===== src/rtl/alias_remap_pkg.sv =====
package alias_remap_pkg;
  localparam int ADDR_W   = 32;
  localparam int OFS_W    = 19;
  localparam int CODE_W   = 5;
  localparam int REG_W    = 32;
  localparam int SIZE_W   = 2;
  localparam logic [SIZE_W-1:0] SIZE_WORD = 2'b10;

  // window edge: number of low address bits that come from the bus
  function automatic int unsigned edge_bit(input logic [CODE_W-1:0] code);
    return int'(code) + 1;
  endfunction
endpackage


===== src/rtl/alias_ctrl_reg.sv =====
module alias_ctrl_reg #(
  parameter int REG_W  = 32,
  parameter int OFS_W  = 19,
  parameter int SIZE_W = 2,
  parameter logic [SIZE_W-1:0] FULL_SIZE = 2'b10
) (
  input  logic              clk,
  input  logic              rst_n,
  input  logic              we,
  input  logic [SIZE_W-1:0] size,
  input  logic [REG_W-1:0]  wdata,
  output logic [REG_W-1:0]  q,
  output logic              accept
);
  localparam int RSV_W = REG_W - OFS_W;

  logic [OFS_W-1:0] live_q;

  assign accept = we && (size == FULL_SIZE);

  always_ff @(posedge clk or negedge rst_n) begin
    if (!rst_n)      live_q <= '0;
    else if (accept) live_q <= wdata[OFS_W-1:0];
  end

  assign q = {{RSV_W{1'b0}}, live_q};
endmodule


===== src/rtl/alias_xlate.sv =====
module alias_xlate
  import alias_remap_pkg::*;
#(
  parameter int ADDR_W = 32,
  parameter int OFS_W  = 19,
  parameter int CODE_W = 5
) (
  input  logic              enable,
  input  logic [OFS_W-1:0]  base,
  input  logic [CODE_W-1:0] code,
  input  logic [ADDR_W-1:0] addr,
  output logic              hit,
  output logic [OFS_W-1:0]  ofs
);
  int unsigned edge_n;
  logic        upper_clear;

  always_comb begin
    edge_n      = edge_bit(code);
    upper_clear = 1'b1;
    for (int i = 0; i < ADDR_W; i++) begin
      if (i >= int'(edge_n) && addr[i]) upper_clear = 1'b0;
    end
    hit = enable && upper_clear;
    for (int i = 0; i < OFS_W; i++) begin
      ofs[i] = (hit && i >= int'(edge_n)) ? base[i] : addr[i];
    end
  end
endmodule


===== src/rtl/alias_guard.sv =====
module alias_guard (
  input  logic is_write,
  input  logic hit,
  input  logic rd_ok,
  input  logic wr_ok,
  output logic wr_block,
  output logic rd_block
);
  assign wr_block = is_write && (hit || !wr_ok);
  assign rd_block = !is_write && !rd_ok;
endmodule


===== src/rtl/alias_remap_top.sv =====
module alias_remap_top
  import alias_remap_pkg::*;
#(
  parameter int ADDR_W = alias_remap_pkg::ADDR_W,
  parameter int OFS_W  = alias_remap_pkg::OFS_W,
  parameter int CODE_W = alias_remap_pkg::CODE_W,
  parameter int REG_W  = alias_remap_pkg::REG_W,
  parameter int SIZE_W = alias_remap_pkg::SIZE_W
) (
  input  logic              clk,
  input  logic              rst_n,
  input  logic              cfg_we,
  input  logic [SIZE_W-1:0] cfg_size,
  input  logic [REG_W-1:0]  cfg_wdata,
  output logic [REG_W-1:0]  cfg_rdata,
  input  logic [CODE_W-1:0] size_code,
  input  logic [ADDR_W-1:0] bus_addr,
  input  logic              bus_write,
  input  logic              region_rd_ok,
  input  logic              region_wr_ok,
  output logic [OFS_W-1:0]  phys_ofs,
  output logic              alias_hit,
  output logic              wr_block,
  output logic              rd_block
);
  logic [REG_W-1:0] cfg_q;
  logic             cfg_accept;
  logic             cfg_en;
  logic [OFS_W-1:0] cfg_base;

  alias_ctrl_reg #(
    .REG_W(REG_W), .OFS_W(OFS_W), .SIZE_W(SIZE_W), .FULL_SIZE(SIZE_WORD)
  ) u_reg (
    .clk(clk), .rst_n(rst_n), .we(cfg_we), .size(cfg_size),
    .wdata(cfg_wdata), .q(cfg_q), .accept(cfg_accept)
  );

  assign cfg_en    = cfg_q[0];
  assign cfg_base  = cfg_q[OFS_W-1:0];
  assign cfg_rdata = cfg_q;

  alias_xlate #(.ADDR_W(ADDR_W), .OFS_W(OFS_W), .CODE_W(CODE_W)) u_xlate (
    .enable(cfg_en), .base(cfg_base), .code(size_code), .addr(bus_addr),
    .hit(alias_hit), .ofs(phys_ofs)
  );

  alias_guard u_guard (
    .is_write(bus_write), .hit(alias_hit), .rd_ok(region_rd_ok),
    .wr_ok(region_wr_ok), .wr_block(wr_block), .rd_block(rd_block)
  );
endmodule


===== config.mk =====
export PLATFORM = sky130hd
export DESIGN_NAME = alias_remap_top
export DESIGN_NICKNAME = d
export VERILOG_FILES = /design/src/rtl/alias_remap_pkg.sv /design/src/rtl/alias_ctrl_reg.sv /design/src/rtl/alias_xlate.sv /design/src/rtl/alias_guard.sv /design/src/rtl/alias_remap_top.sv
export SDC_FILE = /design/constraint.sdc
export NUM_CORES = 1
export LEC_CHECK = 0
export ABC_AREA = 1
export BUFFER_PORTS_ARGS = -buffer_cell sky130_fd_sc_hd__buf_2
export CORE_ASPECT_RATIO = 1.25
export CORE_UTILIZATION = 44
export DETAILED_ROUTE_END_ITERATION = 16
export HOLD_SLACK_MARGIN = 0.06
export PLACE_DENSITY = 0.82
export SETUP_SLACK_MARGIN = 0.5
export SLEW_MARGIN = 10
export SYNTH_ARGS = -nofsm -noshare
export SYNTH_HDL_FRONTEND = slang
export SYNTH_HIERARCHICAL = 1
export SYNTH_SLANG_ARGS = --single-unit

===== constraint.sdc =====
create_clock -name clk -period 1.99 [get_ports clk]
set_input_delay 0.0995 -clock clk [delete_from_list [all_inputs] [get_ports clk]]
set_output_delay 0.0995 -clock clk [all_outputs]
set_load 0.02 [all_outputs]

==> flow_summary.json <==
{
  "status": "complete, but fails checks",
  "violations": "negative setup slack",
  "p_seq_share_pct": 32.4,
  "setup_tns_ps": -8630,
  "hold_path_class": "primary input to flop",
  "number_of_standard_cells_after_synthesis": 334,
  "vdd_drop_max_mv": 0.666,
  "port-buffer-count": 104,
  "area_overhead_vs_synth_pct": 72.7,
  "worst-endpoint-required_ps": 1890,
  "hold_path_startpoint": "cfg_wdata[8]",
  "final_net_count": 563,
  "std_cell_rows": 27,
  "fin_util_pct": 81.4,
  "final_wl_um": 8610,
  "top_regs": "u_reg/live_q (19)",
  "final_critical_path_setup_slack_ps": -453,
  "die_area_mm2": 0.00514,
  "period_minus_slack_ps": 2440,
  "cp-startpoint": "size_code[0]",
  "max_freq_mhz": 409,
  "power.share.clock_pct": 15.9,
  "finalHoldViolations": 0,
  "max_flop_register": "u_reg/live_q",
  "power.share.combinational_pct": 51.7,
  "dp.final_hpwl_um": 5390,
  "endpoint_kind": "output port",
  "maxCapViolations": 0,
  "number_of_iterations_in_the_first_detailed_routing_pass": 5,
  "clock-skew-final_ps": 0,
  "htree_num_levels": 1,
  "post_drt_via_cell_ratio": 5.38,
  "worstMarginPinSlew_ps": 692,
  "timing.slew.headroom_pct": 53.7,
  "finalWeightedCongestion": 0.944,
  "grt_pass1_wl_um": 12500,
  "slew_viol_final": 0,
  "clk_pin_slew_worst_paths_ps": 70,
  "fp.dieW_um": 64.3,
  "grt_pass1_vias": 2803,
  "rsz0062_at_grt": "true",
  "grtUsageTotal_pct": 31.0,
  "grt_max_degree": 21,
  "route.detailed.wl_per_inst_um": 15.9,
  "total_switching_power_mw": 0.707,
  "hold_ws_ps": 98.7,
  "cp-start-kind": "primary input",
  "cts_buffers": 3,
  "num_vias": 2907,
  "initial_utilization_pct": 47.2,
  "clock_tree.root_cell": "clkbuf_8",
  "yosysWarningCount": 6,
  "fin_total_pwr_mw": 1.62,
  "antenna_found_initial": 0,
  "drt_iter0_markers": 258,
  "layout-drive-gt1-share_pct": 52.7,
  "post-route-period-util_pct": 123,
  "netSwitchingFraction_pct": 43.6,
  "number_of_flip_flops_under_the_largest_register_name": 19,
  "critical_path_arrival_ps": 2340,
  "insertion_delay_ps": 250,
  "tritoncts_num_sinks": 19,
  "intPower_mw": 0.915,
  "drtAntennaViolNets": 0,
  "route.detailed.drc": 0,
  "chipHeight_um": 79.9,
  "floorplan.io_pins": 131,
  "antenna_cells": 0,
  "cellLeakagePower_nw": 1.95,
  "timing.critical_path.fanout_max": 7,
  "regToRegStartpoint": "u_reg/live_q[0]",
  "regToRegEndpoint": "u_reg/live_q[0]",
  "syn-cell-area_mm2": 0.00213,
  "grt_overflow": 0,
  "cts_buffer_depth": 2,
  "finalSetupViolations": 21,
  "hold_end": "u_reg/live_q[8]",
  "power.density_cell_area_mw_per_mm2": 440,
  "core_area_mm2": 0.00453,
  "hold_depth": 3,
  "synth_area_per_cell_um2": 6.39,
  "cts_tree": "done",
  "reg2regPathDepth": 3,
  "rrSetupSlack_ps": 1210,
  "criticalPathCategory": "primary input to output port"
}
-- cell usage in the layout (no fill, tap or decap), drive strengths merged --
cell and count:
a31oi 1, clkinv 1, nand3 38, a21oi 8, conb 13, clkbuf 3, inv 48, buf 155
dlygate4sd3 1, dfrtp 19, ha 3, nand2 127, o21ai 4, nor3 1, nand4 27, nor2 33
-- area by class of cell --
cell class,instances,area (µm²)
inverters,48,193
clock inverters,1,5.00
repair buffers,156,1170
multi-input cells,255,1730
flip-flops and latches,19,477
fillers,303,841
clock buffers,3,41.3
well taps,58,72.6
-- power by group through the flow --
stage	registers, mW	logic [mW]	clock network, mW
after global routing	0.532	0.898	0.287
final	0.525	0.839	0.258
after global placement	0.522	0.697	0
after CTS	0.521	0.769	0.265
after floorplan	0.590	0.364	0
after detailed placement	0.522	0.704	0
-- stage by stage --
step / instance area, µm² / std cells / setup WS (ps)
floorplan: 2430 / 346 / 199
global placement: 3110 / 524 / -267
detailed placement: 3110 / 524 / -307
CTS: 3530 / 537 / -188
global route: 3690 / 540 / -532
finish: 3690 / 540 / -453
-- critical path, stage by stage --
cell and delay (ps):
buf_8 100, ha_4 180, inv_2 70, nand2_2 90, nand2_4 100, inv_2 130
nand2_1 140, nand3_1 160, nand2_1 70, nor2_1 140, nand2_1 90, nor2_2 90
nand3_2 100, nor2_4 150, buf_6 130, buf_12 100, buf_12 120, inv_6 30
a21oi_4 100, buf_6 120
-- how the worst max path moves through the flow --
stage                   endpoint  slack, ps  cells past startpoint
floorplan               wr_block        200                     15
finish                  wr_block       -450                     20
global placement     phys_ofs[8]       -270                     15
global route         phys_ofs[6]       -530                     16
detailed placement  phys_ofs[14]       -310                     15
CTS                  phys_ofs[7]       -190                     20
-- routing by layer --
layer  vias up  wire length, µm  global-route usage (%)
met5         -                0                       0
met4         0              415                    17.1
met3        53              672                    4.57
met2       184             4570                    59.1
met1      1340             2950                    31.8
li1       1330                -                       -
-- what timing repair did --
action,CTS,global route
endpoints found under the setup margin,21,21
pin swaps,15,25
gates cloned,3,0
hold buffers,1,0
gates resized for setup,69,30
setup buffers,5,3
endpoints found under the hold margin,19,0
(Power assumes the default switching activity.)
